===== config.mk =====
export PLATFORM = sky130hd
export DESIGN_NAME = exc_entry_seq
export DESIGN_NICKNAME = d
export VERILOG_FILES = /design/src/rtl/exc_entry_pkg.sv /design/src/rtl/exc_vec_route.sv /design/src/rtl/exc_ccs_next.sv /design/src/rtl/exc_entry_fsm.sv /design/src/rtl/exc_entry_seq.sv
export SDC_FILE = /design/constraint.sdc
export NUM_CORES = 1
export LEC_CHECK = 0
export BUFFER_PORTS_ARGS = -buffer_cell sky130_fd_sc_hd__buf_4
export CAP_MARGIN = 20
export CORE_AREA = 2 2 184 186
export CTS_BUF_LIST = sky130_fd_sc_hd__clkbuf_4
export DETAILED_ROUTE_END_ITERATION = 7
export DIE_AREA = 0 0 186 188
export GPL_TIMING_DRIVEN = 0
export MAX_ROUTING_LAYER = met4
export REMOVE_ABC_BUFFERS = 1
export SLEW_MARGIN = 5
export SYNTH_ARGS = -nofsm -noshare
export SYNTH_HDL_FRONTEND = slang
export SYNTH_SLANG_ARGS = --single-unit
export TNS_END_PERCENT = 5

===== constraint.sdc =====
create_clock -name clk -period 3.5 [get_ports clk]
set_input_delay 0.7 -clock clk [delete_from_list [all_inputs] [get_ports clk]]
set_output_delay 0.7 -clock clk [all_outputs]
set_load 0.01 [all_outputs]

===== src/rtl/exc_entry_pkg.sv =====
package exc_entry_pkg;

   typedef enum logic [1:0] {
      CAUSE_BREAK    = 2'd0,
      CAUSE_NMI      = 2'd1,
      CAUSE_BUSFAULT = 2'd2,
      CAUSE_IRQ      = 2'd3
   } exc_cause_e;

   typedef enum logic [2:0] {
      ST_IDLE       = 3'd0,
      ST_SAVE       = 3'd1,
      ST_SWAP       = 3'd2,
      ST_FETCH_REQ  = 3'd3,
      ST_FETCH_WAIT = 3'd4,
      ST_DONE       = 3'd5
   } seq_state_e;

endpackage


===== src/rtl/exc_vec_route.sv =====
module exc_vec_route
   import exc_entry_pkg::*;
#(
   parameter int VEC_W = 8
) (
   input  logic [1:0]       cause_i,
   input  logic [VEC_W-1:0] trap_vec_i,
   input  logic [VEC_W-1:0] fault_vec_i,
   input  logic [VEC_W-1:0] irq_vec_i,
   output logic [VEC_W-1:0] vec_o,
   output logic             to_nrp_o,
   output logic             is_bus_o
);

   always_comb begin
      vec_o    = irq_vec_i;
      to_nrp_o = 1'b0;
      is_bus_o = 1'b0;
      unique case (exc_cause_e'(cause_i))
         CAUSE_BREAK: vec_o = trap_vec_i;
         CAUSE_NMI: begin
            vec_o    = '0;
            to_nrp_o = 1'b1;
         end
         CAUSE_BUSFAULT: begin
            vec_o    = fault_vec_i;
            is_bus_o = 1'b1;
         end
         default: vec_o = irq_vec_i;
      endcase
   end

endmodule


===== src/rtl/exc_ccs_next.sv =====
module exc_ccs_next #(
   parameter int XLEN    = 32,
   parameter int KEEP_HI = 2,
   parameter int SHIFT   = 10,
   parameter int M_BIT   = 30
) (
   input  logic [XLEN-1:0] ccs_i,
   input  logic            clr_m_i,
   input  logic            nest_i,
   output logic [XLEN-1:0] ccs_o
);

   localparam int MID = XLEN - KEEP_HI - SHIFT;
   localparam logic [XLEN-1:0] M_MASK = XLEN'(1) << M_BIT;

   if (MID < 1 || KEEP_HI < 1 || SHIFT < 1) begin : g_bad_geom
      $error("exc_ccs_next: KEEP_HI + SHIFT must leave room inside XLEN");
   end
   if (M_BIT < 0 || M_BIT >= XLEN) begin : g_bad_m
      $error("exc_ccs_next: M_BIT out of range");
   end

   logic [XLEN-1:0] masked;
   logic [XLEN-1:0] nested;

   assign masked = clr_m_i ? (ccs_i & ~M_MASK) : ccs_i;
   assign nested = {masked[XLEN-1 -: KEEP_HI], masked[MID-1:0], {SHIFT{1'b0}}};
   assign ccs_o  = nest_i ? nested : masked;

endmodule


===== src/rtl/exc_entry_fsm.sv =====
module exc_entry_fsm
   import exc_entry_pkg::*;
(
   input  logic       clk,
   input  logic       rst_n,
   input  logic       start_i,
   input  logic       abort_i,
   input  logic       rd_ready_i,
   input  logic       rsp_valid_i,
   output seq_state_e state_o
);

   seq_state_e state_q, state_d;

   always_comb begin
      state_d = state_q;
      unique case (state_q)
         ST_IDLE:       if (start_i) state_d = ST_SAVE;
         ST_SAVE:       state_d = abort_i ? ST_IDLE : ST_SWAP;
         ST_SWAP:       state_d = ST_FETCH_REQ;
         ST_FETCH_REQ:  if (rd_ready_i) state_d = ST_FETCH_WAIT;
         ST_FETCH_WAIT: if (rsp_valid_i) state_d = ST_DONE;
         ST_DONE:       state_d = ST_IDLE;
         default:       state_d = ST_IDLE;
      endcase
   end

   always_ff @(posedge clk or negedge rst_n) begin
      if (!rst_n) state_q <= ST_IDLE;
      else        state_q <= state_d;
   end

   assign state_o = state_q;

endmodule


===== src/rtl/exc_entry_seq.sv =====
module exc_entry_seq
   import exc_entry_pkg::*;
#(
   parameter int XLEN         = 32,
   parameter int VEC_W        = 8,
   parameter int DSLOT_W      = 2,
   parameter int VER_W        = 8,
   parameter int LEGACY_LIMIT = 32,
   parameter bit HAS_LEGACY   = 1'b1,
   parameter int CCS_KEEP_HI  = 2,
   parameter int CCS_SHIFT    = 10,
   parameter int M_BIT        = 30,
   parameter int U_BIT        = 8,
   parameter int EXS_IDX_LSB  = 8
) (
   input  logic               clk,
   input  logic               rst_n,
   input  logic               req_valid,
   input  logic [1:0]         req_cause,
   input  logic [VEC_W-1:0]   trap_vec,
   input  logic [VEC_W-1:0]   fault_vec,
   input  logic [VEC_W-1:0]   irq_vec,
   input  logic [XLEN-1:0]    cur_pc,
   input  logic [XLEN-1:0]    cur_sp,
   input  logic [XLEN-1:0]    kern_sp,
   input  logic [XLEN-1:0]    ccs_in,
   input  logic [XLEN-1:0]    ebase,
   input  logic [VER_W-1:0]   core_ver,
   input  logic [DSLOT_W-1:0] dslot_cnt,
   output logic               busy,
   output logic               erp_we,
   output logic               nrp_we,
   output logic [XLEN-1:0]    ret_addr,
   output logic               exs_we,
   output logic [XLEN-1:0]    exs_val,
   output logic               ccs_we,
   output logic [XLEN-1:0]    ccs_val,
   output logic               dslot_clr,
   output logic               usp_we,
   output logic [XLEN-1:0]    usp_val,
   output logic               sp_we,
   output logic [XLEN-1:0]    sp_val,
   output logic               rd_valid,
   input  logic               rd_ready,
   output logic [XLEN-1:0]    rd_addr,
   input  logic               rsp_valid,
   input  logic [XLEN-1:0]    rsp_data,
   output logic               pc_we,
   output logic [XLEN-1:0]    pc_val,
   output logic               irq_lock_set,
   output logic               entry_err
);

   localparam int IDX_W     = 8;
   localparam int VEC_SCALE = 2;

   if (EXS_IDX_LSB + IDX_W > XLEN) begin : g_bad_exs
      $error("exc_entry_seq: status index field does not fit XLEN");
   end
   if (VEC_W < 1 || VEC_W + VEC_SCALE > XLEN) begin : g_bad_vec
      $error("exc_entry_seq: VEC_W out of range");
   end
   if (DSLOT_W < 1 || DSLOT_W >= XLEN) begin : g_bad_dslot
      $error("exc_entry_seq: DSLOT_W out of range");
   end
   if (U_BIT < 0 || U_BIT >= XLEN) begin : g_bad_u
      $error("exc_entry_seq: U_BIT out of range");
   end
   if (HAS_LEGACY && (LEGACY_LIMIT < 1 || LEGACY_LIMIT >= (1 << VER_W))) begin : g_bad_ver
      $error("exc_entry_seq: LEGACY_LIMIT does not fit VER_W");
   end

   // ---------------------------------------------------------------
   // Sequencer state
   // ---------------------------------------------------------------
   seq_state_e state;
   logic       accept;
   logic       abort;

   // ---------------------------------------------------------------
   // Request decode (combinational, from the request-time inputs)
   // ---------------------------------------------------------------
   logic [VEC_W-1:0] vec_now;
   logic             nrp_now;
   logic             bus_now;
   logic             legacy_now;
   logic [XLEN-1:0]  ret_now;
   logic [XLEN-1:0]  ccs_now;

   exc_vec_route #(
      .VEC_W (VEC_W)
   ) u_route (
      .cause_i     (req_cause),
      .trap_vec_i  (trap_vec),
      .fault_vec_i (fault_vec),
      .irq_vec_i   (irq_vec),
      .vec_o       (vec_now),
      .to_nrp_o    (nrp_now),
      .is_bus_o    (bus_now)
   );

   if (HAS_LEGACY) begin : g_legacy
      assign legacy_now = (core_ver < VER_W'(LEGACY_LIMIT));
   end else begin : g_no_legacy
      assign legacy_now = 1'b0;
   end

   assign ret_now = legacy_now ? cur_pc : (cur_pc - XLEN'(dslot_cnt));

   exc_ccs_next #(
      .XLEN    (XLEN),
      .KEEP_HI (CCS_KEEP_HI),
      .SHIFT   (CCS_SHIFT),
      .M_BIT   (M_BIT)
   ) u_ccs (
      .ccs_i   (ccs_in),
      .clr_m_i (nrp_now),
      .nest_i  (!legacy_now),
      .ccs_o   (ccs_now)
   );

   // ---------------------------------------------------------------
   // Snapshot of the request, captured on acceptance
   // ---------------------------------------------------------------
   logic [VEC_W-1:0] s_vec;
   logic             s_nrp;
   logic             s_bus;
   logic             s_legacy;
   logic             s_user;
   logic             s_dslot_nz;
   logic [XLEN-1:0]  s_ret;
   logic [XLEN-1:0]  s_ccs;
   logic [XLEN-1:0]  s_sp;
   logic [XLEN-1:0]  s_ksp;
   logic [XLEN-1:0]  s_ebase;
   logic [XLEN-1:0]  s_handler;

   assign accept = req_valid && (state == ST_IDLE);

   always_ff @(posedge clk or negedge rst_n) begin
      if (!rst_n) begin
         s_vec      <= '0;
         s_nrp      <= 1'b0;
         s_bus      <= 1'b0;
         s_legacy   <= 1'b0;
         s_user     <= 1'b0;
         s_dslot_nz <= 1'b0;
         s_ret      <= '0;
         s_ccs      <= '0;
         s_sp       <= '0;
         s_ksp      <= '0;
         s_ebase    <= '0;
      end else if (accept) begin
         s_vec      <= vec_now;
         s_nrp      <= nrp_now;
         s_bus      <= bus_now;
         s_legacy   <= legacy_now;
         s_user     <= ccs_in[U_BIT];
         s_dslot_nz <= (dslot_cnt != '0);
         s_ret      <= ret_now;
         s_ccs      <= ccs_now;
         s_sp       <= cur_sp;
         s_ksp      <= kern_sp;
         s_ebase    <= ebase;
      end
   end

   always_ff @(posedge clk or negedge rst_n) begin
      if (!rst_n)                                          s_handler <= '0;
      else if (state == ST_FETCH_WAIT && rsp_valid)        s_handler <= rsp_data;
   end

   assign abort = (state == ST_SAVE) && s_legacy && s_bus;

   exc_entry_fsm u_fsm (
      .clk         (clk),
      .rst_n       (rst_n),
      .start_i     (accept),
      .abort_i     (abort),
      .rd_ready_i  (rd_ready),
      .rsp_valid_i (rsp_valid),
      .state_o     (state)
   );

   // ---------------------------------------------------------------
   // Write strobes and values
   // ---------------------------------------------------------------
   logic             in_save;
   logic [IDX_W-1:0] idx;

   assign in_save = (state == ST_SAVE);
   assign idx     = IDX_W'(s_vec);

   assign busy      = (state != ST_IDLE);
   assign erp_we    = in_save && !abort && !s_nrp;
   assign nrp_we    = in_save && s_nrp;
   assign ret_addr  = s_ret;
   assign exs_we    = in_save && !s_legacy;
   assign exs_val   = XLEN'(idx) << EXS_IDX_LSB;
   assign ccs_we    = in_save && !abort && (!s_legacy || s_nrp);
   assign ccs_val   = s_ccs;
   assign dslot_clr = in_save && !s_legacy && s_dslot_nz;

   assign usp_we  = (state == ST_SWAP) && s_user;
   assign sp_we   = (state == ST_SWAP) && s_user;
   assign usp_val = s_sp;
   assign sp_val  = s_ksp;

   assign rd_valid = (state == ST_FETCH_REQ);
   assign rd_addr  = s_ebase + (XLEN'(s_vec) << VEC_SCALE);

   assign pc_we        = (state == ST_DONE);
   assign pc_val       = s_handler;
   assign irq_lock_set = (state == ST_DONE) && s_legacy;
   assign entry_err    = abort;

endmodule


======== Word-level counts from Yosys, hierarchy flattened ========
Cells that the tools add are included.
storage, ports and cells
  flip-flop bits (word level) ............. 208
  input bits .............................. 233
  output and inout bits ................... 236
  logic and storage cells ................. 58
cells by class
  add/sub/neg operators ................... 2
  magnitude comparators ................... 1
  eq/ne operators ......................... 10
  muxes and demuxes ....................... 11
  reductions and logical operators ........ 21
operators with widths
  cell                count
  $add 32x10->32      1
  $mux 32             1
  $sub 32x2->32       1
  $mux 31             1
  $mux 30             1
  $pmux 8 s3          1
  $pmux 3 s5          1
  $logic_and 1x1->1   12
  $mux 3              3
  $lt 8x6->1 const B  1
  $eq 3x2->1 const B  2
  $eq 3x3->1 const B  2
  $ne 2x2->1 const B  2
  $eq 3x1->1 const B  1
  $logic_not 1->1     3
  $logic_not 3->1     1
  $reduce_and 3->1    1
  $reduce_bool 3->1   1
  $eq 2x1->1 const B  1
  $eq 2x2->1 const B  1
  $logic_not 2->1     1
  $mux 1              2
  $mux 2              1
  $ne 2x1->1 const B  1
  2 further kinds     2

======== Depth between registers and ports, before layout ========
Gate-level depths: netlist (run 1).
  depth after elaboration ................. 6
  depth in mapped cells ................... 9
  gate-level depth less buffers ........... 8

======== Modules after synthesis ========
A second synthesis (run 1) with hierarchy kept.
second synthesis, totals
  cell total of the unflattened synthesis .. 807
  area, all modules ....................... 9999.6 sq um
by module, submodules not included
  module         instances  cells each  area each (sq um)  seq. area each (sq um)
  exc_entry_seq  1          738         9253.9             5129.9
  exc_ccs_next   1          35          404.1              0.0
  exc_vec_route  1          22          191.4              0.0
  exc_entry_fsm  1          12          150.1              75.1

======== Worst setup path after synthesis (run 1) ========
No wires, ideal clock.
  path type ............................... reg2out
  start ................................... register s_vec[0], in the netlist idx[0]
  end ..................................... output port rd_addr[24]
  data arrival time ....................... 2152 ps
  required time ........................... 2800 ps
  slack ................................... 648 ps
  cell stages (with the launch flop) ...... 10
  buffers on the path ..................... 1
  path through ............................ dfrtp_1 > ha_1 > inv_1 > fa_1 > nor2b_1 > o31ai_1 > a31oi_1 > clkbuf_1 > nand4_1 > xnor2_1
between the ends
  word-level cells in the longest chain between the ends .. 1
ends and longest elaborated chain
  item                      RTL line              text
  start: declaration        exc_entry_seq.sv:125  logic [VEC_W-1:0] s_vec;
  start signal: assignment  exc_entry_seq.sv:154  s_vec <= vec_now;
  $add 32x10->32            exc_entry_seq.sv:210  assign rd_addr = s_ebase + (XLEN'(s_vec) << VEC_SCALE);
  end: declaration          exc_entry_seq.sv:45   output logic [XLEN-1:0] rd_addr,
No other way between the ends.

======== Worst setup path after layout (run 1) ========
  start ................................... register s_ebase[2]
  end ..................................... output port rd_addr[16]
between the ends
  word-level cells in the longest chain between the ends .. 1
ends and longest elaborated chain
  item                      RTL line              text
  start: declaration        exc_entry_seq.sv:135  logic [XLEN-1:0] s_ebase;
  start signal: assignment  exc_entry_seq.sv:164  s_ebase <= ebase;
  $add 32x10->32            exc_entry_seq.sv:210
No other way between the ends.

==> results of run 1 <==
per-layer routing:
metal / vias up / wire length (µm) / part of all wire
met4: 0 / 578 / 0.018
met1: 4158 / 12940 / 0.41
met2: 341 / 15850 / 0.50
met3: 53 / 2405 / 0.076
li1: 4346 / - / -
met5: - / 0 / 0
final cells by class:
class                   count  area share
clock inverters            21    0.006440
diodes                      1   0.0001741
well taps                 448     0.03899
flip-flops and latches    208      0.3621
clock buffers              93     0.04856
multi-input cells         771      0.2991
repair buffers            451      0.2423
inverters                   9    0.002350
how the worst min path moves through the flow:
stage / from / to / slack (ns) / depth (start not counted)
floorplan: rst_n / ccs_val[0] / 0.40 / 0
global placement: s_dslot_nz / s_dslot_nz / 0.45 / 2
detailed placement: s_dslot_nz / s_dslot_nz / 0.46 / 2
CTS: cur_sp[20] / usp_val[20] / 0.07 / 3
global route: cur_sp[20] / usp_val[20] / 0.10 / 3
finish: cur_sp[20] / usp_val[20] / 0.16 / 3
logic make-up after synthesis:
family / Yosys count
simple gates: 532
xor+xnor: 56
other cells: 1
flops: 208
compound gates: 107
fa+ha+maj: 12
buf+inv: 95
mux: 40
sequential cells by signal, indices dropped and copies added, names as in the netlist, 3 cells and up:
name / flops
ccs_val: 32
pc_val: 32
u_fsm.state_o: 3
idx: 8
usp_val: 32
sp_val: 32
s_ebase: 32
ret_addr: 32
tightest hold or removal path, delay by kind of cell:
| family | cells | cell delay (ns) |
|---|---|---|
| buffers and inverters | 1 | 0.08 |
| and+or+nand+nor | 2 | 0.08 |
metrics by stage:
stage	hold WS, ns	TNS, ns
2_1_floorplan	0.4044	-97.76
3_3_place_gp	0.4496	-499.56
3_5_place_dp	0.4553	-0.2157
4_1_cts	0.07206	-0.2810
5_1_grt	0.1025	-0.7858
6_report	0.1603	0
placed cells by master (no fill, tap or decap), types with 3 or more instances in the layout:
cell      instances
a21o_1            3
a21oi_1          16
a22o_1           10
a31oi_1          21
and2_1            4
and3_1            4
and4_1            3
buf_16            4
buf_4           443
clkbuf_4         93
clkinv_1         16
clkinv_2          3
conb_1           24
dfrtp_1         208
ha_1              6
ha_4              4
inv_1             8
mux2_2           32
mux2i_1           8
nand2_1         391
nand2b_1          5
nand3_1          14
nand4_1          12
nor2_1           48
nor3_1            4
nor3b_1           3
nor4_1            8
nor4_2            3
nor4_4            4
o21ai_0          36
o21ai_1           6
or2_2             3
or3_1             6
xnor2_1          40
xor2_1           14
timing repair:
action                     in CTS  in global routing
setup endpoints to repair      22                 23
pin swaps                       2                  4
setup buffers                   4                  0
hold buffers                    1                  0
resized for setup              11                 11
hold endpoints to repair       26                  0
power by group through the flow:
stage	clock network [mW]	registers, mW	logic (mW)
final	2.30	4.27	5.53
after floorplan	0	4.59	2.17
after global placement	0	4.24	5.46
after CTS	2.41	4.26	5.53
after global routing	2.54	4.42	6.08
after detailed placement	0	4.28	5.44
==> summary.txt, run 1 <==
Timing
  • Layout Skew: 0.04840 ns
  • Slew Limit Fails: 0
  • Fin. Hold Viols: 0
  • Worst slew pin tran: 1.019 ns
  • Worst Slack Setup Final: a little under 0.06 ns
  • Min cycle time layout: 3.442 ns
  • RSZ-0062 raised after global routing: yes
  • Final cycle utilization of the critical path: 0.9833
  • Final setup vio count: 0
  • FMAX: 290.6 MHz
  • Slew margin rel.: 0.3181

Pwr
  • Psw: 4.647 mW
  • Sw Share: 0.3840
  • Static Leak: 7.373 nW
  • Logic gate share of total power: 0.457
  • Sequential Power Share: 0.353
  • Total Power: 12.10 mW
  • Power Dens Cells: 841.7 nW/µm²
  • Clk pwr share: 0.190
  • Internal: 7.454 mW
  • Maximum VDD drop: 0.4115 mV

GRT
  • Busiest layer in global routing: met2
  • Global-route wire length before repair: 49380 µm
  • Grt total ovfl: 0
  • Gr usage total: 0.1829
  • GR met1 Demand/Resource: 0.2201
  • Initial antenna violation count: 1
  • M2 GR Usage: 0.3008
  • Met3 Track Usage GR: 0.04700
  • Vias in the first global route: between 9k and 10k
  • Largest net degree at the start of global routing: 106

Logic synthesis
  • Fraction of the mapped netlist area in compound gates: 0.06555
  • Main combinational cell family by area after synthesis: simple AND/OR/NAND/NOR gates
  • Syn_area_per_cell: 9.280 µm²
  • Post-Synth XOR/XNOR Area: 0.05029
  • Syn. warnings: 0
  • Simple-gate share of the synthesized area: 0.2390
  • Number of distinct library cells after synthesis: 55
  • Main area contributors after synthesis: dfrtp_1 53%, nand2_1 15%, xnor2_1 3.8%, mux2_2 3.7%, buf_4 2.1%
  • Top-count cell post-synth: nand2_1
  • Async S/R FF share, synth: 1.000
  • Proportion of synthesized chip area in sequential cells: 0.5337
  • Cell taking the most area after synthesis: dfrtp_1
  • Synth top area share: 0.5337
  • EDFF count, synth: 0
  • Post-synthesis adder-cell area fraction: 0.01693
  • Synthesized area: 9753 µm²
  • Mux share of post-synthesis cell area: 0.04516
  • Seq cells post-synth: 208
  • Gate Count Post-Synth: 1051
  • Post-synth top cells: 392 x nand2_1, 208 x dfrtp_1, 54 x clkbuf_1
  • Synth Flop Type: dfrtp_1

Job
  • Max-cap violations: 0

Critical path
  • WP data arrival: 2.74 ns
  • Critical path's slowest cell: dfrtp_1
  • WP depth: 10
  • CP Launch Type: register
  • FF-to-FF End: ccs_val[9]
  • Setup crit start: s_ebase[2]
  • Critical path required time: ~2.8 ns
  • Slowest stage delay, CP: roughly 0.40 ns
  • Reg2reg path depth: 5
  • Cell family with most CP delay: adder cells
  • Critical Path, Cell by Cell: ha_4 -> inv_2 -> fa_2 -> nor2b_4 -> o31ai_4 -> a31oi_4 -> buf_4 -> nand4_1 -> xnor2_1 -> buf_4
  • Crit Path Class: reg2out
  • Critical Path Fanout Max: 4
  • Reg2Reg Setup Slack: 0.83 ns
  • Worst setup EP type: output port
  • Most Frequent Cell on Critical Path: buf_4
  • Buf/Inv on CP: 3
  • Worst r2r src: u_fsm.state_o[0]
  • CP Capture Point: rd_addr[16]

Routing
  • Residual DRC count: 0
  • 1st-iter DRT viols: 388
  • First-pass DRT Iterations: 5
  • Via density per instance: between 4 and 5
  • Vias: slightly below 9k
  • Avg WL per Cell: 15.87 µm
  • Drt total wl: 31770 µm
  • Routed Antenna Nets: 0

Min path
  • Hold Path Class: in2reg

Clock network
  • CTS HTree Levels: 2
  • Clk_lat worst skew: around 0.7 ns
  • TritonCTS Buffers: 61
  • Root Buffer: clkbuf_4
  • TritonCTS clock tree: built
  • CTS Sinks: between 200 and 250
  • Clk slew on worst S/H paths: 0.07 ns
  • Max clock buf depth: 3

Die
  • Initial Utilization: 0.2945
  • Io pins: 469
  • Row count: 67
  • Chip height: about 190 µm
  • Chip width: about 190 µm
  • Die area: 34970 µm²
  • Core area: 33110 µm²

Place
  • Post-Place Setup Slack: -0.06503 ns
  • Gpl congestion: 0.8053
  • DP HPWL: 23310 µm
  • Inst Count DP: 1882
  • Placed cell area: approximately 13000 µm²
  • I/O Buffers: 439

Final layout
  • Fin area: 14380 µm²
  • Filler cells: 3304
  • Fin cells: around 2k
  • P&R area growth vs syn: 47.40%
  • Reg area: 5205 µm²
  • Layout cells sized above 1: 0.3967
  • Area of the multi-input gates: 4300 µm²
  • Final-stage net count: 1747
  • Util after Layout: 0.4342

Outcome
  • Run status: finished, final reports clean
Note: power is estimated with default switching activity, not from simulation.
==> run 2, diff against run 1 <==
--- a/config.mk
+++ b/config.mk
@@ -5,6 +5,7 @@
 export SDC_FILE = /design/constraint.sdc
 export NUM_CORES = 1
 export LEC_CHECK = 0
+export ABC_AREA = 1
 export BUFFER_PORTS_ARGS = -buffer_cell sky130_fd_sc_hd__buf_4
 export CAP_MARGIN = 20
 export CORE_AREA = 2 2 184 186
==> summary.txt, run 2 <==
Outcome
  • Run status: finished, final reports clean

Logic synthesis
  • EDFF count, synth: 0
  • Post-synth top cells: 568 x nand2_1, 208 x dfrtp_1, 105 x inv_1
  • Main combinational cell family by area after synthesis: simple AND/OR/NAND/NOR gates
  • Mux share of post-synthesis cell area: 0.03422
  • Gate Count Post-Synth: 1344
  • Simple-gate share of the synthesized area: 0.3037
  • Top-count cell post-synth: nand2_1
  • Syn_area_per_cell: 7.835 µm²
  • Proportion of synthesized chip area in sequential cells: 0.4943
  • Synthesized area: 10530 µm²
  • Synth Flop Type: dfrtp_1
  • Seq cells post-synth: 208
  • Cell taking the most area after synthesis: dfrtp_1
  • Main area contributors after synthesis: dfrtp_1 49%, nand2_1 20%, inv_1 3.7%, o21ai_0 3.5%, nand3_1 3.4%
  • Post-Synth XOR/XNOR Area: 0.01747
  • Fraction of the mapped netlist area in compound gates: 0.05430
  • Syn. warnings: 0
  • Async S/R FF share, synth: 1.000
  • Number of distinct library cells after synthesis: 41
  • Synth top area share: 0.4943
  • Post-synthesis adder-cell area fraction: 0.01568

Routing
  • First-pass DRT Iterations: 5
  • Via density per instance: 4.514
  • 1st-iter DRT viols: 558
  • Vias: 10.36k
  • Residual DRC count: 0
  • Avg WL per Cell: 15.87 µm
  • Drt total wl: 36430 µm
  • Routed Antenna Nets: 0

Pwr
  • Static Leak: 8.131 nW
  • Power Dens Cells: between 800 and 900 nW/µm²
  • Maximum VDD drop: between 0.5 and 0.6 mV
  • Total Power: around 13 mW

Critical path
  • Reg2reg path depth: 6
  • Critical Path Fanout Max: 4
  • Critical path required time: 2.80 ns
  • Worst setup EP type: output port
  • Setup crit start: idx[7]
  • Worst r2r src: u_fsm.state_o[1]
  • Reg2Reg Setup Slack: 0.74 ns
  • CP Launch Type: register
  • Crit Path Class: reg2out
  • WP data arrival: 2.62 ns
  • FF-to-FF End: s_nrp
  • CP Capture Point: rd_addr[14]

GRT
  • GR met1 Demand/Resource: 0.2478
  • Met3 Track Usage GR: 0.05885
  • M2 GR Usage: 0.3444
  • Grt total ovfl: 0
  • Largest net degree at the start of global routing: 105
  • Initial antenna violation count: 1
  • Global-route wire length before repair: 55980 µm
  • Vias in the first global route: 10.56k
  • Busiest layer in global routing: met2
  • Gr usage total: 0.2107

Clock network
  • Root Buffer: clkbuf_4
  • Clk_lat worst skew: 0.73 ns
  • CTS Sinks: 208
  • TritonCTS Buffers: 59
  • Clk slew on worst S/H paths: 0.07 ns
  • Max clock buf depth: 3
  • TritonCTS clock tree: built
  • CTS HTree Levels: 2

Die
  • Row count: 67
  • Chip height: approximately 190 µm
  • Initial Utilization: 0.3180
  • Chip width: 186 µm
  • Core area: 33110 µm²
  • Die area: between 30000 and 40000 µm²
  • Io pins: 469

Timing
  • Final cycle utilization of the critical path: 0.9498
  • Worst slew pin tran: 0.9513 ns
  • Layout Skew: 0.05205 ns
  • Min cycle time layout: 3.324 ns
  • Slew margin rel.: 0.3636
  • Slew Limit Fails: 0
  • Final setup vio count: 0
  • RSZ-0062 raised after global routing: yes
  • Fin. Hold Viols: 0
  • FMAX: 300.8 MHz
  • Setup tns final: 0 ns

Final layout
  • Layout cells sized above 1: 0.3294
  • Fin cells: around 2.3k
  • Fin area: approximately 15000 µm²
  • Final-stage net count: 2047
  • Leading cell type in the layout, fill and taps excluded: nand2_1
  • Commonest non-fill, non-tap cells in the layout: 557 x nand2_1, 440 x buf_4, 208 x dfrtp_1
  • Reg area: 5205 µm²
  • Filler cells: 3374
  • P&R area growth vs syn: 43.01%
  • Area of the multi-input gates: 4661 µm²

Place
  • Inst Count DP: 2186
  • DP HPWL: about 27000 µm
  • Gpl congestion: 0.9146
  • I/O Buffers: 439
  • Placed cell area: 14200 µm²

Job
  • Max-cap violations: 0

Min path
  • Hold Path Class: in2reg
[run 2: stage by stage]
step / utilization / hold WS (ns) / setup slack (ns)
2_1_floorplan: - / 0.4044 / -1.469
3_3_place_gp: 0.4240 / 0.4640 / -5.009
3_5_place_dp: 0.4288 / 0.4660 / 0.1958
4_1_cts: 0.4523 / 0.07928 / -0.02931
5_1_grt: 0.4548 / 0.09647 / -0.03209
6_report: 0.4548 / 0.1731 / 0.1757
[run 2: worst min-delay path by stage]
stage                           start     endpoint  slack (ns)  cells past startpoint
after floorplan                 rst_n   ccs_val[0]        0.40                      0
after CTS                  cur_sp[26]  usp_val[26]        0.08                      3
after global placement     sp_val[12]   sp_val[12]        0.46                      2
after detailed placement   sp_val[27]   sp_val[27]        0.47                      2
after global routing      kern_sp[23]   sp_val[23]         0.1                      3
final                       ebase[13]  s_ebase[13]        0.17                      3
[run 2: repair_timing]
item,4_1_cts,5_1_grt
endpoints found under the hold margin,10,0
hold buffers,1,0
buffers inserted,0,2
endpoints found under the setup margin,8,10
pin swaps,1,5
resized for setup,7,19
cloned,0,0
[run 2: cell type report]
cell class / instances / share of cell area
well taps: 448 / 0.03722
repair buffers: 447 / 0.2301
multi-input cells: 977 / 0.3095
inverters: 109 / 0.02750
diodes: 1 / 0.0001662
flip-flops and latches: 208 / 0.3456
clock inverters: 18 / 0.006481
clock buffers: 87 / 0.04337
[run 2: power breakdown]
part	switching, mW	total [mW]	internal (mW)
Clock	1.10	2.31	1.20
Sequential	0.786	4.32	3.53
Combinational	3.15	5.91	2.75
Total	5.04	12.5	7.49
[run 2: routing by layer]
| metal | share of wire | up-vias |
|---|---|---|
| li1 | - | 5117 |
| met1 | 0.40 | 4744 |
| met2 | 0.48 | 416 |
| met3 | 0.090 | 83 |
| met4 | 0.029 | 0 |
| met5 | 0 | - |
[run 2: kinds of logic (layout without fill, tap and decap cells)]
group / count (synthesis) / in the layout
DFF: 208 / 208
xor gates and xnor gates: 21 / 21
muxes: 32 / 32
AOI/OAI and AO/OA: 107 / 107
and+or+nand+nor: 781 / 781
other: 1 / 25
buffers and inverters: 182 / 661
adders and majority gates: 12 / 12
[run 2: critical path, stage by stage, from the launching register on]
cell,delay [ns]
dfrtp_1,0.44
ha_1,0.38
nand2_1,0.16
inv_1,0.07
a21oi_2,0.29
nand2_4,0.11
nand2_1,0.12
xor2_1,0.21
buf_4,0.16
